## src/rtl/ibp_pkg.sv

```systemverilog
`timescale 1ns/1ps
package ibp_pkg;
  localparam int BYTE_W = 8;
  localparam int WORD_W = 2 * BYTE_W;
  localparam int OPC_W  = BYTE_W - 2;
  localparam int FLD_W  = 3;
  localparam int MOD_W  = 2;
  localparam int LEN_W  = 3;
  localparam int CNT_W  = 2;

  typedef enum logic [2:0] {
    CLS_PLAIN     = 3'd0,
    CLS_REG1      = 3'd1,
    CLS_MODRM     = 3'd2,
    CLS_MODRM_IMM = 3'd3,
    CLS_ACC_IMM   = 3'd4,
    CLS_DIRECT    = 3'd5
  } insn_cls_e;

  typedef enum logic [2:0] {
    ST_OP, ST_MODRM, ST_DISP, ST_IMM, ST_OUT
  } pst_e;
endpackage

```

## src/rtl/ibp_class_lut.sv

```systemverilog
`timescale 1ns/1ps
module ibp_class_lut
  import ibp_pkg::*;
(
  input  logic [BYTE_W-1:0] byte_i,
  output insn_cls_e         cls_o
);
  always_comb begin
    cls_o = CLS_PLAIN;
    if (byte_i[7:6] == 2'b00) begin
      if (!byte_i[2])                cls_o = CLS_MODRM;
      else if (byte_i[2:1] == 2'b10) cls_o = CLS_ACC_IMM;
    end else if (byte_i[7:5] == 3'b010 || byte_i[7:3] == 5'b10010) begin
      cls_o = CLS_REG1;
    end else if (byte_i[7:2] == 6'b100000 || byte_i[7:1] == 7'b1100011) begin
      cls_o = CLS_MODRM_IMM;
    end else if (byte_i[7:2] == 6'b100001 || byte_i[7:2] == 6'b100010) begin
      cls_o = CLS_MODRM;
    end else if (byte_i[7:2] == 6'b101000) begin
      cls_o = CLS_DIRECT;
    end
  end
endmodule

```

## src/rtl/ibp_len_calc.sv

```systemverilog
`timescale 1ns/1ps
module ibp_len_calc
  import ibp_pkg::*;
(
  input  insn_cls_e        cls_i,
  input  logic             wide_i,
  input  logic [MOD_W-1:0] mod_i,
  input  logic [FLD_W-1:0] rm_i,
  output logic             has_modrm_o,
  output logic [CNT_W-1:0] disp_n_o,
  output logic [CNT_W-1:0] imm_n_o,
  output logic             sext_o
);
  always_comb begin
    has_modrm_o = (cls_i == CLS_MODRM) || (cls_i == CLS_MODRM_IMM);
    disp_n_o    = '0;
    sext_o      = 1'b0;
    if (cls_i == CLS_DIRECT) begin
      disp_n_o = 2'd2;
    end else if (has_modrm_o) begin
      unique case (mod_i)
        2'b01:   begin disp_n_o = 2'd1; sext_o = 1'b1; end
        2'b10:   disp_n_o = 2'd2;
        2'b00:   disp_n_o = (rm_i == 3'b110) ? 2'd2 : 2'd0;
        default: disp_n_o = 2'd0;
      endcase
    end
    imm_n_o = ((cls_i == CLS_MODRM_IMM) || (cls_i == CLS_ACC_IMM))
              ? (wide_i ? 2'd2 : 2'd1) : 2'd0;
  end
endmodule

```

## src/rtl/ibp_word_gather.sv

```systemverilog
`timescale 1ns/1ps
module ibp_word_gather #(
  parameter int BW = 8
) (
  input  logic          clk_i,
  input  logic          rst_ni,
  input  logic          clr_i,
  input  logic          ld_i,
  input  logic          hi_i,
  input  logic          sext_i,
  input  logic [BW-1:0] byte_i,
  output logic [2*BW-1:0] word_o
);
  logic [BW-1:0] lo_q, hi_q;

  always_ff @(posedge clk_i or negedge rst_ni) begin
    if (!rst_ni) begin
      lo_q <= '0;
      hi_q <= '0;
    end else if (clr_i) begin
      lo_q <= '0;
      hi_q <= '0;
    end else if (ld_i) begin
      if (hi_i) begin
        hi_q <= byte_i;
      end else begin
        lo_q <= byte_i;
        hi_q <= sext_i ? {BW{byte_i[BW-1]}} : '0;
      end
    end
  end

  assign word_o = {hi_q, lo_q};
endmodule

```

## src/rtl/insn_byte_parser.sv

```systemverilog
`timescale 1ns/1ps
module insn_byte_parser
  import ibp_pkg::*;
(
  input  logic              clk_i,
  input  logic              rst_ni,
  input  logic              in_valid_i,
  input  logic [BYTE_W-1:0] in_byte_i,
  output logic              in_ready_o,
  output logic              rec_valid_o,
  input  logic              rec_ready_i,
  output logic [2:0]        rec_class_o,
  output logic [OPC_W-1:0]  rec_opcode_o,
  output logic              rec_dir_o,
  output logic              rec_wide_o,
  output logic [MOD_W-1:0]  rec_mod_o,
  output logic [FLD_W-1:0]  rec_reg_o,
  output logic              rec_reg_valid_o,
  output logic [FLD_W-1:0]  rec_rm_o,
  output logic [WORD_W-1:0] rec_disp_o,
  output logic [WORD_W-1:0] rec_imm_o,
  output logic [LEN_W-1:0]  rec_len_o
);
  pst_e              st_q;
  insn_cls_e         cls_q, cls_in, cls_sel;
  logic [BYTE_W-1:0] op_q, modrm_q;
  logic [CNT_W-1:0]  disp_n_q, imm_n_q, cnt_q, cnt_inc;
  logic [LEN_W-1:0]  len_q;
  logic              sext_q;
  logic              acc, wide_sel;
  logic              lc_modrm, lc_sext;
  logic [CNT_W-1:0]  lc_disp_n, lc_imm_n;

  assign in_ready_o = (st_q != ST_OUT);
  assign acc        = in_valid_i && in_ready_o;
  assign cnt_inc    = cnt_q + 1'b1;

  ibp_class_lut u_lut (.byte_i(in_byte_i), .cls_o(cls_in));

  assign cls_sel  = (st_q == ST_OP) ? cls_in : cls_q;
  assign wide_sel = (st_q == ST_OP) ? in_byte_i[0] : op_q[0];

  ibp_len_calc u_len (
    .cls_i      (cls_sel),
    .wide_i     (wide_sel),
    .mod_i      (in_byte_i[7:6]),
    .rm_i       (in_byte_i[2:0]),
    .has_modrm_o(lc_modrm),
    .disp_n_o   (lc_disp_n),
    .imm_n_o    (lc_imm_n),
    .sext_o     (lc_sext)
  );

  function automatic pst_e after_hdr(input logic [CNT_W-1:0] dn, input logic [CNT_W-1:0] in_n);
    if (dn != '0)        return ST_DISP;
    else if (in_n != '0) return ST_IMM;
    else                 return ST_OUT;
  endfunction

  always_ff @(posedge clk_i or negedge rst_ni) begin
    if (!rst_ni) begin
      st_q     <= ST_OP;
      cls_q    <= CLS_PLAIN;
      op_q     <= '0;
      modrm_q  <= '0;
      disp_n_q <= '0;
      imm_n_q  <= '0;
      cnt_q    <= '0;
      len_q    <= '0;
      sext_q   <= 1'b0;
    end else begin
      unique case (st_q)
        ST_OP: if (acc) begin
          op_q    <= in_byte_i;
          cls_q   <= cls_in;
          modrm_q <= '0;
          len_q   <= LEN_W'(1);
          cnt_q   <= '0;
          sext_q  <= 1'b0;
          imm_n_q <= lc_imm_n;
          if (lc_modrm) begin
            disp_n_q <= '0;
            st_q     <= ST_MODRM;
          end else begin
            disp_n_q <= lc_disp_n;
            st_q     <= after_hdr(lc_disp_n, lc_imm_n);
          end
        end
        ST_MODRM: if (acc) begin
          modrm_q  <= in_byte_i;
          len_q    <= len_q + 1'b1;
          disp_n_q <= lc_disp_n;
          sext_q   <= lc_sext;
          st_q     <= after_hdr(lc_disp_n, imm_n_q);
        end
        ST_DISP: if (acc) begin
          len_q <= len_q + 1'b1;
          if (cnt_inc == disp_n_q) begin
            cnt_q <= '0;
            st_q  <= (imm_n_q != '0) ? ST_IMM : ST_OUT;
          end else begin
            cnt_q <= cnt_inc;
          end
        end
        ST_IMM: if (acc) begin
          len_q <= len_q + 1'b1;
          if (cnt_inc == imm_n_q) begin
            cnt_q <= '0;
            st_q  <= ST_OUT;
          end else begin
            cnt_q <= cnt_inc;
          end
        end
        ST_OUT: if (rec_ready_i) st_q <= ST_OP;
        default: st_q <= ST_OP;
      endcase
    end
  end

  logic new_insn;
  assign new_insn = (st_q == ST_OP) && acc;

  ibp_word_gather #(.BW(BYTE_W)) u_disp (
    .clk_i (clk_i), .rst_ni(rst_ni), .clr_i(new_insn),
    .ld_i  ((st_q == ST_DISP) && acc), .hi_i(cnt_q[0]),
    .sext_i(sext_q), .byte_i(in_byte_i), .word_o(rec_disp_o)
  );

  ibp_word_gather #(.BW(BYTE_W)) u_imm (
    .clk_i (clk_i), .rst_ni(rst_ni), .clr_i(new_insn),
    .ld_i  ((st_q == ST_IMM) && acc), .hi_i(cnt_q[0]),
    .sext_i(1'b0), .byte_i(in_byte_i), .word_o(rec_imm_o)
  );

  logic has_modrm_q;
  assign has_modrm_q = (cls_q == CLS_MODRM) || (cls_q == CLS_MODRM_IMM);

  assign rec_valid_o     = (st_q == ST_OUT);
  assign rec_class_o     = cls_q;
  assign rec_opcode_o    = op_q[7:2];
  assign rec_dir_o       = op_q[1];
  assign rec_wide_o      = op_q[0];
  assign rec_mod_o       = modrm_q[7:6];
  assign rec_rm_o        = modrm_q[2:0];
  assign rec_reg_o       = (cls_q == CLS_REG1) ? op_q[2:0]
                         : (has_modrm_q ? modrm_q[5:3] : '0);
  assign rec_reg_valid_o = (cls_q == CLS_REG1) || (cls_q == CLS_MODRM);
  assign rec_len_o       = len_q;
endmodule

```

## config.mk

```make
export PLATFORM = sky130hd
export DESIGN_NAME = insn_byte_parser
export DESIGN_NICKNAME = d
export VERILOG_FILES = /design/src/rtl/ibp_pkg.sv /design/src/rtl/ibp_class_lut.sv /design/src/rtl/ibp_len_calc.sv /design/src/rtl/ibp_word_gather.sv /design/src/rtl/insn_byte_parser.sv
export SDC_FILE = /design/constraint.sdc
export NUM_CORES = 1
export LEC_CHECK = 0
export CORE_MARGIN = 3
export CORE_UTILIZATION = 45
export CTS_CLUSTER_SIZE = 20
export DETAILED_ROUTE_END_ITERATION = 12
export GPL_TIMING_DRIVEN = 0
export HOLD_SLACK_MARGIN = 0.12
export PLACE_DENSITY = 0.79
export SLEW_MARGIN = 20
export SYNTH_ARGS = -nofsm -noshare
export SYNTH_HDL_FRONTEND = slang
export SYNTH_HIERARCHICAL = 1
export SYNTH_SLANG_ARGS = --single-unit
```

## constraint.sdc

```tcl
create_clock -name clk_i -period 3.15 [get_ports clk_i]
set_input_delay 0.4725 -clock clk_i [delete_from_list [all_inputs] [get_ports clk_i]]
set_output_delay 0.4725 -clock clk_i [all_outputs]
set_load 0.01 [all_outputs]
```

# Word-level counts from Yosys, hierarchy flattened

Cells that the tools add are included.

ROM bits: 0
Latch bits: 0
RAM bits: 0
Register bits: 64
Word-level logic and storage cells: 142
Memories kept: 0

Reduce and logical (&&, ||, !) cells: 29
Div/mod/pow operators: 0
Bitwise logic cells: 0
Magnitude comparators: 0
Multiply operators: 0
Shift operators: 0
$add $sub $neg: 2
Muxes and demuxes: 64
Eq/ne operators: 34

Operators with widths:

| kind                                                | count |
|---|---|
| 2-to-1 mux 8 bit                                    | 14 |
| 2-to-1 mux 3 bit                                    | 24 |
| 2-to-1 mux 2 bit                                    | 13 |
| equality test 6 bit, second input constant          | 4 |
| equality test 3 x 2 -> 1 bit, second input constant | 7 |
| one-hot mux 8 bit (2 select lines)                  | 1 |
| one-hot mux 3 bit (5 select lines)                  | 1 |
| nonzero test 2 bit                                  | 7 |
| equality test 3 bit, second input constant          | 4 |
| != test 2 bit, second input constant                | 6 |
| one-hot mux 2 bit (3 select lines)                  | 2 |
| equality test 7 bit, second input constant          | 1 |
| logical OR 1 bit                                    | 7 |
| AND reduction 7 bit                                 | 1 |
| equality test 3 x 1 -> 1 bit, second input constant | 2 |
| 2-to-1 mux 1 bit                                    | 6 |
| != test 2 x 1 -> 1 bit, second input constant       | 3 |
| one-hot mux 3 bit (2 select lines)                  | 1 |
| AND reduction 2 bit                                 | 3 |
| AND reduction 3 bit                                 | 2 |
| equality test 5 bit, second input constant          | 1 |
| equality test 2 bit                                 | 2 |
| equality test 2 bit, second input constant          | 2 |
| logical AND 1 bit                                   | 4 |
| 11 further kinds                                    | 11 |

# Depth between registers and ports, before layout

Gate-level depths: netlist of run 1.

Depth after elaboration: 16
Gate-level depth with buffers: 11

# Hierarchy

The synthesis of run 1 kept the hierarchy.

Modules (own cells, without submodules):

| module           | times used | cells an instance | area each (µm²) | seq. area each (µm²) |
|---|---|---|---|---|
| insn_byte_parser | 1          | 161               | 1,640.3         | 800.8 |
| ibp_word_gather  | 2          | 55                | 699.4           | 400.4 |
| ibp_class_lut    | 1          | 15                | 111.4           | 0.0 |
| ibp_len_calc     | 1          | 14                | 85.1            | 0.0 |

# Least setup slack after synthesis of run 1

Ideal clock, no wire load.

Path kind: register to register
Start point: reg st_q[0]
End point: reg st_q[2]
Slack: 0.618 ns
Cell stages (with the launch flop): 9
Period minus slack after synthesis: 2.532 ns
Required time: 3.049 ns
Arrival: 2.431 ns
Path buffers: 1
Setup time: 0.101 ns
Path through: dfrtp_1 -> buf_2 -> nor3_1 -> mux2_2 -> and2b_2 -> and3b_2 -> o32ai_1 -> a221oi_1 -> o32ai_1

Longest elaborated chain between the ends: 11
Elaborated cells on any way between the ends: 36
Those cells by class: 16 x eq/ne; 13 x mux; 7 x reduce/logical

Ends and longest elaborated chain:

| element                              | line                    | text |
|---|---|---|
| from (decl)                          | insn_byte_parser.sv:24  | `pst_e st_q;` |
| from (signal assigned)               | insn_byte_parser.sv:86  | `st_q <= after_hdr(lc_disp_n, lc_imm_n);` |
| from (signal assigned)               | insn_byte_parser.sv:94  | `st_q <= after_hdr(lc_disp_n, imm_n_q);` |
| from (signal assigned)               | insn_byte_parser.sv:100 | `st_q <= (imm_n_q != '0) ? ST_IMM : ST_OUT;` |
| zero test 3 bit *                    | insn_byte_parser.sv:40  | `assign cls_sel = (st_q == ST_OP) ? cls_in : cls_q;` |
| 2-to-1 mux 3 bit *                   | insn_byte_parser.sv:40  |  |
| net cls_sel[1]                       | insn_byte_parser.sv:25  | `insn_cls_e cls_q, cls_in, cls_sel;` |
| equality test 3 x 2 -> 1 bit         | ibp_len_calc.sv:15      | `has_modrm_o = (cls_i == CLS_MODRM) \|\| (cls_i == CLS_MODRM_IMM);` |
| logical OR 1 bit *                   | ibp_len_calc.sv:15      |  |
| net lc_modrm                         | insn_byte_parser.sv:31  | `logic lc_modrm, lc_sext;` |
| 2-to-1 mux 2 bit *                   | ibp_len_calc.sv:20      | `end else if (has_modrm_o) begin` |
| 2-to-1 mux 2 bit *                   | ibp_len_calc.sv:18      | `if (cls_i == CLS_DIRECT) begin` |
| net lc_disp_n[0]                     | insn_byte_parser.sv:32  | `logic [CNT_W-1:0] lc_disp_n, lc_imm_n;` |
| nonzero test 2 bit *                 | insn_byte_parser.sv:55  | `if (dn != '0) return ST_DISP;` |
| 2-to-1 mux 3 bit                     | insn_byte_parser.sv:55  |  |
| 2-to-1 mux 3 bit                     | insn_byte_parser.sv:81  | `if (lc_modrm) begin` |
| 2-to-1 mux 3 bit                     | insn_byte_parser.sv:73  | `ST_OP: if (acc) begin` |
| one-hot mux 3 bit (5 select lines) * | insn_byte_parser.sv:72  | `unique case (st_q)` |

Mark *: on every way through the listed nets, which the timed path passes. The rest lies on a longest branch. The select of a mux whose other input is x is not followed.
A chain may end at the register's enable or synchronous reset.

# Worst setup path in the final report of run 1

Start point: reg st_q[0]
End point: reg st_q[0]

Same word-level chain as after synthesis.

==> results of run 1 <==
[area by class of cell]
| class | instances | area (µm²) |
|---|---|---|
| Fill cell | 569 | 2600 |
| Sequential cell | 64 | 1600 |
| Multi-Input combinational cell | 216 | 1520 |
| Timing Repair Buffer | 70 | 707 |
| Clock buffer | 10 | 138 |
| Tap cell | 96 | 120 |
| Buffer | 16 | 103 |
| Clock inverter | 6 | 67.6 |
| Inverter | 5 | 18.8 |
[placed cells by master (no fill, tap or decap), types with 3 or more instances in the layout]
| cell | n |
|---|---|
| dfrtp_1 | 64 |
| clkdlybuf4s50_1 | 60 |
| nor2_1 | 32 |
| nand2_1 | 24 |
| mux2i_1 | 19 |
| a22o_1 | 18 |
| o21ai_0 | 18 |
| mux2_2 | 17 |
| or2b_1 | 14 |
| clkbuf_8 | 10 |
| nand2b_1 | 8 |
| nor2b_1 | 7 |
| buf_4 | 7 |
| a22oi_1 | 6 |
| a21oi_1 | 6 |
| inv_1 | 5 |
| dlygate4sd2_1 | 5 |
| buf_2 | 4 |
| clkbuf_1 | 4 |
| o32ai_1 | 3 |
| o211ai_1 | 3 |
| and3b_2 | 3 |
[metrics by stage]
stage          setup WS (ns)  cells
2_1_floorplan          0.618    301
3_3_place_gp          -0.451    465
3_5_place_dp          -0.530    466
4_1_cts               0.0272    483
5_1_grt              0.00907    483
6_report               0.170    483
[power breakdown]
part           internal, mW  switching (mW)
Clock                 0.389           0.344
Sequential             1.14           0.273
Combinational          1.07           0.891
[what timing repair did]
item,CTS,global route
gates resized for setup,6,3
endpoints found under the setup margin,3,3
endpoints found under the hold margin,15,0
hold buffers,1,0
[kinds of logic after synthesis]
family / synth area share [%]
adders and majority gates: 0.387
AOI/OAI and AO/OA: 14.4
xor gates and xnor gates: 0.812
and+or+nand+nor: 18.9
other: 0.116
buffers and inverters: 3.75
muxes: 12.1
DFF: 49.5
[registers in the layout, indices dropped and copies added (netlist names)]
name and count:
cnt_q 2, disp_n_q 2, imm_n_q 2, modrm_q 8
op_q 8, rec_class_o 3, rec_len_o 3, sext_q 1
st_q 3, u_disp/hi_q 8, u_disp/lo_q 8, u_imm/hi_q 8
u_imm/lo_q 8
[how the worst max path moves through the flow]
stage                                            to  slack (ns)  depth (start not counted)                 from
final                           st_q[0]$_DFFE_PN0P_        0.17                          8  st_q[0]$_DFFE_PN0P_
after global routing            st_q[0]$_DFFE_PN0P_       0.009                          8  st_q[0]$_DFFE_PN0P_
after CTS                       st_q[0]$_DFFE_PN0P_        0.03                         10         in_byte_i[1]
after detailed placement        st_q[0]$_DFFE_PN0P_       -0.53                         10         in_byte_i[6]
after global placement    u_imm/lo_q[4]$_DFFE_PN0P_       -0.45                          1               rst_ni
after floorplan                 st_q[2]$_DFFE_PN0P_        0.62                          8  st_q[0]$_DFFE_PN0P_
[worst max-delay path, cell delays in order, from the launching register on]
cell     delay [ns]
dfrtp_1        0.41
buf_2          0.19
nor3_1         0.49
mux2_2         0.44
and2b_2        0.25
and3b_2        0.28
o32ai_1        0.39
a22oi_1        0.16
o32ai_1        0.26
[metal layers]
metal	routed length [µm]	vias to the layer above	part of all wire (%)
li1	-	1230	-
met1	3670	1284	46
met2	3840	58	48
met3	338	10	4.2
met4	123	0	1.5
met5	0	-	0
==> flow_summary.yaml, run 1 <==
sta:
  fin_crit_sh_pct: 94.6
  setup_viol_count_final: 0
  fmax_mhz: 336
  finalMaxSlewViolations: 0
  setup_tns_ns: 0
  finClkSkew_ns: 0.00812
  hold_slack_ns: 0.481
  hold_viol: 0
  rsz0062_at_grt: "false"
  layout_min_cycle_time_ns: 2.98
  tightest_slew_ns: 0.761
  slew_headroom_pct: 49.3
synth:
  ys_async_sr_fraction_pct: 100
  ys.flop_type: "dfrtp_1"
  yosysMostFrequentCell: "dfrtp_1"
  synth_cell_types: 48
  avgSynthCellArea_um2: 10.8
  synth_area_leader_cell: "dfrtp_1"
  netlist_area_um2: 3240
  synth_common_cells: "dfrtp_1 (64), nor2_1 (32), nand2_1 (24), mux2i_1 (19)"
  yosysWarnings: 6
  synth_edf_count: 0
  syn_inst: 300
  seq_area_frac_synth_pct: 49.5
  synth-seq-cells: 64
  yosys-top-cells-area: "dfrtp_1 (49%), mux2_2 (5.9%), mux2i_1 (5.9%)"
  yosysTopAreaCellShare_pct: 49.5
placed_design:
  portBuffers: 68
  gp_congestion: 0.863
  placed_area_um2: 4070
  place_hpwl_mm: 5.54
floorplanning:
  fp.coreArea_um2: 6870
  die-area_um2: 8240
  die_y_um: 90.8
  pin_count: 69
  rows: 30
  initial_utilization_pct: 47.1
  die_w_um: 90.8
worst_setup_path:
  path_class: "register to register"
  rr_worst_depth: 8
  r2r-end: "st_q[0]$_DFFE_PN0P_"
  r2r_start: "st_q[0]$_DFFE_PN0P_"
  worstPathArrival_ns: 3.22
  cp-start-kind: "register"
  required_ns: 3.39
  crit_fanout: 10
  cp-end-kind: "register"
  ff2ff_setup_slack_ns: 0.17
power:
  total_power_mw: 4.11
  cellLeakagePower_nw: 1.97
  ir_worst_vdd_uv: 502
  power-per-cell-area_nw_per_um2: 962
routing:
  drt_iter0_markers: 185
  routed_wl_mm: 7.97
  drt_pass1_iterations: 4
  route.detailed.drc: 0
  viasPerCell: 5.35
  routedWlPerCell_um: 16.5
  ant_nets: 0
  vias: 2582
grt:
  antenna_found_initial: 0
  first_global_vias: 2678
  track_usage_pct: 20.7
  use_met3_pct: 4.58
  grt_max_degree: 50
  use_met2_pct: 31.6
  grt_first_pass_wirelength_mm: 13.5
  grt_overflow_total: 0
  grt_use_met1_pct: 28.1
  busiest_layer: "met2"
clock_network:
  cts_tree: "built"
  postCtsSetupBuffers: 0
  cts_buffers: 9
  cts_max_level: 3
  clk_pin_slew_ns: 0.07
  cts_root_buffer: "clkbuf_8"
  clk_latency_ns: 0.35
  clockBufferDepth: 2
  clock_sinks: 64
worst_hold_path:
  holdCritPathClass: "register to register"
  holdPathEnd: "modrm_q[7]$_DFFE_PN0P_"
  hold_depth: 2
  holdCritStartpoint: "modrm_q[7]$_DFFE_PN0P_"
cells_and_area:
  fin_nets: 395
  drive_gt1_share_pct: 16.8
  fin_util_pct: 62.2
  syn2layout_area_growth_pct: 32.0
  diodes: 0
  final_area_um2: 4270
status:
  status: "finished, final reports clean"
flow_run:
  drv_cap: 0
No activity file was read; power rests on OpenSTA's default activity.
==> inputs of run 2 (changes only) <==
- CORE_UTILIZATION: 45 -> 30
- PLACE_DENSITY: 0.79 -> 0.59
==> flow_summary.yaml, run 2 (synthesis gave the netlist of run 1 again) <==
sta:
  tightest_slew_ns: 0.752
  finalMaxSlewViolations: 0
  rsz0062_at_grt: "false"
  setup_viol_count_final: 0
  slew_headroom_pct: 49.9
  fmax_mhz: 331
  layout_min_cycle_time_ns: 3.02
  fin_crit_sh_pct: 95.9
  hold_viol: 0
  post-route-worst-setup-slack_ns: 0.128
  finClkSkew_ns: 0.0100
power:
  p_comb_share_pct: 47.2
  p_switching_mw: 1.50
  power-per-cell-area_nw_per_um2: 962
  total_power_mw: 4.16
  cellLeakagePower_nw: 1.96
  sequentialPowerShare_pct: 33.9
  p_int_mw: 2.66
  clkPwrFrac_pct: 18.9
  power_switching_share_pct: 36.1
  ir_worst_vdd_uv: 394
flow_run:
  drv_cap: 0
grt:
  grt_first_pass_wirelength_mm: 13.7
  first_global_vias: 2592
  antenna_found_initial: 0
  grt_overflow_total: 0
  track_usage_pct: 15.0
  grt_max_degree: 39
clock_network:
  clk_pin_slew_ns: 0.07
  clk_latency_ns: 0.35
  cts_buffers: 9
  cts_max_level: 3
  clock_sinks: 64
  clockBufferDepth: 2
  cts_root_buffer: "clkbuf_8"
  cts_tree: "built"
  postCtsSetupBuffers: 0
routing:
  wl_met2_mm: 3.92
  routedWlPerCell_um: 16.4
  top_layer: "met4"
  vias: 2570
  met3_length_um: 517
  ant_nets: 0
  routed_wl_mm: 8.56
  drt_pass1_iterations: 4
  route.detailed.drc: 0
  wl_met1_mm: 4.06
  drt_iter0_markers: 107
  viasPerCell: 4.91
placed_design:
  place_hpwl_mm: 5.87
  gp_congestion: 0.863
  dp_slack_ns: -0.518
  portBuffers: 68
  dp.cells: 506
cells_and_area:
  fin_util_pct: 41.5
  fin_nets: 395
  final_common_cell: "dfrtp_1"
  diodes: 0
  syn2layout_area_growth_pct: 33.6
  final_cell_mix: "dfrtp_1 (64), clkdlybuf4s50_1 (60), nor2_1 (32), nand2_1 (24), mux2i_1 (19)"
  drive_gt1_share_pct: 17.6
  stdcell_count: 523
worst_setup_path:
  crit_fanout: 14
  rr_worst_depth: 8
  r2r-end: "st_q[0]$_DFFE_PN0P_"
  r2r_start: "st_q[0]$_DFFE_PN0P_"
  cp-start-kind: "input pin"
  critPathSlowestCell: "dlygate4sd2_1"
  ff2ff_setup_slack_ns: 0.34
  path_class: "input pin to register"
  worstPathArrival_ns: 3.26
  critPathMaxStageDelay_ns: 0.47
  crit_chain: "dlygate4sd2_1, and2b_2, a32oi_1, a21oi_1, mux2_2, and2b_2, and3b_2, o32ai_1, a22oi_1, o32ai_1"
  required_ns: 3.38
  cp-end-kind: "register"
floorplanning:
  rows: 37
  die_y_um: 110
  die_w_um: 110
  initial_utilization_pct: 31.1
  fp.coreArea_um2: 10400
  pin_count: 69
  die-area_um2: 12100
worst_hold_path:
  holdCritPathClass: "register to register"
  hold_depth: 2
  holdPathEnd: "modrm_q[1]$_DFFE_PN0P_"
  holdCritStartpoint: "modrm_q[1]$_DFFE_PN0P_"
status:
  status: "finished, final reports clean"
## run 2: worst max path at each step
stage / to / startpoint / cells after the start
6_report: st_q[0]$_DFFE_PN0P_ / in_byte_i[6] / 10
5_1_grt: st_q[1]$_DFFE_PN0P_ / in_byte_i[6] / 11
4_1_cts: st_q[0]$_DFFE_PN0P_ / in_byte_i[7] / 10
3_5_place_dp: st_q[0]$_DFFE_PN0P_ / in_byte_i[6] / 10
3_3_place_gp: u_imm/lo_q[3]$_DFFE_PN0P_ / rst_ni / 1
2_1_floorplan: st_q[2]$_DFFE_PN0P_ / st_q[0]$_DFFE_PN0P_ / 8
## run 2: power groups by stage
| stage | Sequential (mW) | Combinational, mW | Clock, mW |
|---|---|---|---|
| 3_5_place_dp | 1.43 | 1.97 | 0 |
| 4_1_cts | 1.41 | 1.98 | 0.813 |
| 6_report | 1.41 | 1.96 | 0.786 |
| 5_1_grt | 1.46 | 2.15 | 0.850 |
| 3_3_place_gp | 1.42 | 1.94 | 0 |
| 2_1_floorplan | 1.47 | 1.03 | 0 |
## run 2: per-layer routing
| layer | vias up | GRT usage [%] |
|---|---|---|
| met1 | 1274 | 21.2 |
| met2 | 73 | 22.8 |
| met3 | 5 | 3.88 |
| li1 | 1218 | - |
| met4 | 0 | 4.10 |
| met5 | - | 0 |
## run 2: repair_timing
action,CTS,global route
hold buffers,1,0
pin swaps,0,0
hold endpoints to repair,26,0
cloned,0,0
resized for setup,7,7
endpoints found under the setup margin,3,3
## run 2: cell type report
type	count	area, µm²
Multi-Input combinational cell	216	1520
Buffer	16	103
Clock buffer	9	124
Clock inverter	7	96.3
Timing Repair Buffer	70	688
Fill cell	1027	6090
Tap cell	136	170
Sequential cell	64	1600
Inverter	5	18.8
## run 2: per-stage QoR
stage	hold WS [ns]	TNS [ns]	cell area, µm²
after floorplan	0.177	0	3240
after global placement	0.466	-37.54	4090
after detailed placement	0.420	-1.51	4110
after CTS	0.492	0	4330
after global routing	0.531	0	4320
final	0.483	0	4320
## run 2: critical path, delay by kind of cell
kind / cells / cell delay (ns)
AOI/OAI and AO/OA: 5 / 1.10
and+or+nand+nor: 3 / 0.86
buffers and inverters: 1 / 0.47
muxes: 1 / 0.34
==> inputs of run 3 (changes only) <==
- CORE_ASPECT_RATIO: default -> 2
==> flow_summary.yaml, run 3 (synthesis gave the netlist of run 1 again) <==
clock_network:
  cts_max_level: 3
  cts_root_buffer: "clkbuf_16"
  cts_buffers: 9
  clockBufferDepth: 2
  clk_pin_slew_ns: 0.05
  clk_latency_ns: 0.33
  postCtsSetupBuffers: 0
  clock_sinks: 64
  cts_tree: "built"
cells_and_area:
  final_common_cell: "dfrtp_1"
  syn2layout_area_growth_pct: 38.2
  fin_nets: 395
  diodes: 0
  drive_gt1_share_pct: 17.3
  final_cell_mix: "dfrtp_1 (64), clkdlybuf4s50_1 (60), nor2_1 (32), nand2_1 (24), mux2i_1 (19)"
  stdcell_count: 524
grt:
  first_global_vias: 2626
  track_usage_pct: 15.3
  grt_max_degree: 55
  grt_overflow_total: 0
  antenna_found_initial: 0
  grt_first_pass_wirelength_mm: 14.2
placed_design:
  dp.cells: 507
  place_hpwl_mm: 6.32
  dp_slack_ns: -0.607
  portBuffers: 68
  gp_congestion: 0.814
routing:
  routedWlPerCell_um: 16.4
  drt_pass1_iterations: 4
  drt_iter0_markers: 96
  viasPerCell: 4.86
  route.detailed.drc: 0
  routed_wl_mm: 8.60
  vias: 2546
  ant_nets: 0
sta:
  slew_headroom_pct: 46.0
  fmax_mhz: 341
  fin_crit_sh_pct: 93.0
  tightest_slew_ns: 0.810
  rsz0062_at_grt: "false"
  finClkSkew_ns: 0.00652
  finalMaxSlewViolations: 0
  hold_slack_ns: 0.478
  hold_viol: 0
  layout_min_cycle_time_ns: 2.93
  post-route-worst-setup-slack_ns: 0.219
  setup_viol_count_final: 0
power:
  power-per-cell-area_nw_per_um2: 1010
  ir_worst_vdd_uv: 361
  cellLeakagePower_nw: 2.03
worst_setup_path:
  worstPathArrival_ns: 3.16
  cp-start-kind: "input pin"
  required_ns: 3.38
  cp-end-kind: "register"
  crit_fanout: 10
  path_class: "input pin to register"
worst_hold_path:
  holdCritPathClass: "register to register"
flow_run:
  drv_cap: 0
floorplanning:
  die_w_um: 79.4
  initial_utilization_pct: 30.7
  rows: 53
  die_y_um: 153
  pin_count: 69
  fp.coreArea_um2: 10500
  die-area_um2: 12100
status:
  status: "finished, final reports clean"
-- run 3: critical path, cell delays in order --
cell and delay, ns:
dlygate4sd2_1 0.50, and2b_2 0.29, a32oi_1 0.20, a21oi_1 0.07, mux2_2 0.33, and2b_2 0.25
and3b_2 0.28, o32ai_2 0.36, a22oi_1 0.17, o32ai_1 0.23
-- run 3: final cells by class --
class                      count  area, µm²
clock buffer                  10        229
sequential                    64       1600
tap                          137        171
timing repair buffer          70        704
fill                         998       6070
buffer                        16        103
clock inverter                 6        108
inverter                       5       18.8
multi-input combinational    216       1540
-- run 3: repair_timing --
item | in CTS | in global routing
gates cloned | 0 | 0
resized for setup | 7 | 6
hold endpoints to repair | 10 | 0
hold buffers | 1 | 0
endpoints found under the setup margin | 3 | 3
-- run 3: metal layers --
layer	track usage [%]	part of all wire (%)	vias to the layer above
met5	0	0	-
met4	6.39	2.1	0
met3	2.65	2.9	9
met2	27.8	56	58
met1	16.9	39	1255
li1	-	-	1224
-- run 3: final timing paths --
kind	from	end	slack, ns	cells past startpoint
setup reg to reg	st_q[0]$_DFFE_PN0P_	st_q[2]$_DFFE_PN0P_	0.35	9
hold / removal	modrm_q[2]$_DFFE_PN0P_	modrm_q[2]$_DFFE_PN0P_	0.48	2
hold reg to reg	modrm_q[2]$_DFFE_PN0P_	modrm_q[2]$_DFFE_PN0P_	0.48	2
setup / recovery	in_byte_i[5]	st_q[0]$_DFFE_PN0P_	0.22	10
min in group asynchronous	rst_ni	op_q[6]$_DFFE_PN0P_	0.53	2
max in group asynchronous	rst_ni	u_imm/hi_q[2]$_DFFE_PN0P_	2.10	3
-- run 3: power breakdown --
part           total, mW  switching, mW  internal [mW]
Combinational       1.98          0.902           1.08
Clock               1.12          0.354          0.770
Sequential          1.42          0.276           1.14
Total               4.53           1.53           2.99
-- run 3: stage by stage --
stage	power, mW	area [µm²]	TNS, ns	utilization (%)
6_report	4.53	4470	0	42.4
3_3_place_gp	3.38	4090	-37.74	38.8
4_1_cts	4.57	4450	0	42.2
5_1_grt	4.83	4470	0	42.4
3_5_place_dp	3.43	4120	-1.74	39.0
2_1_floorplan	2.51	3240	0	-
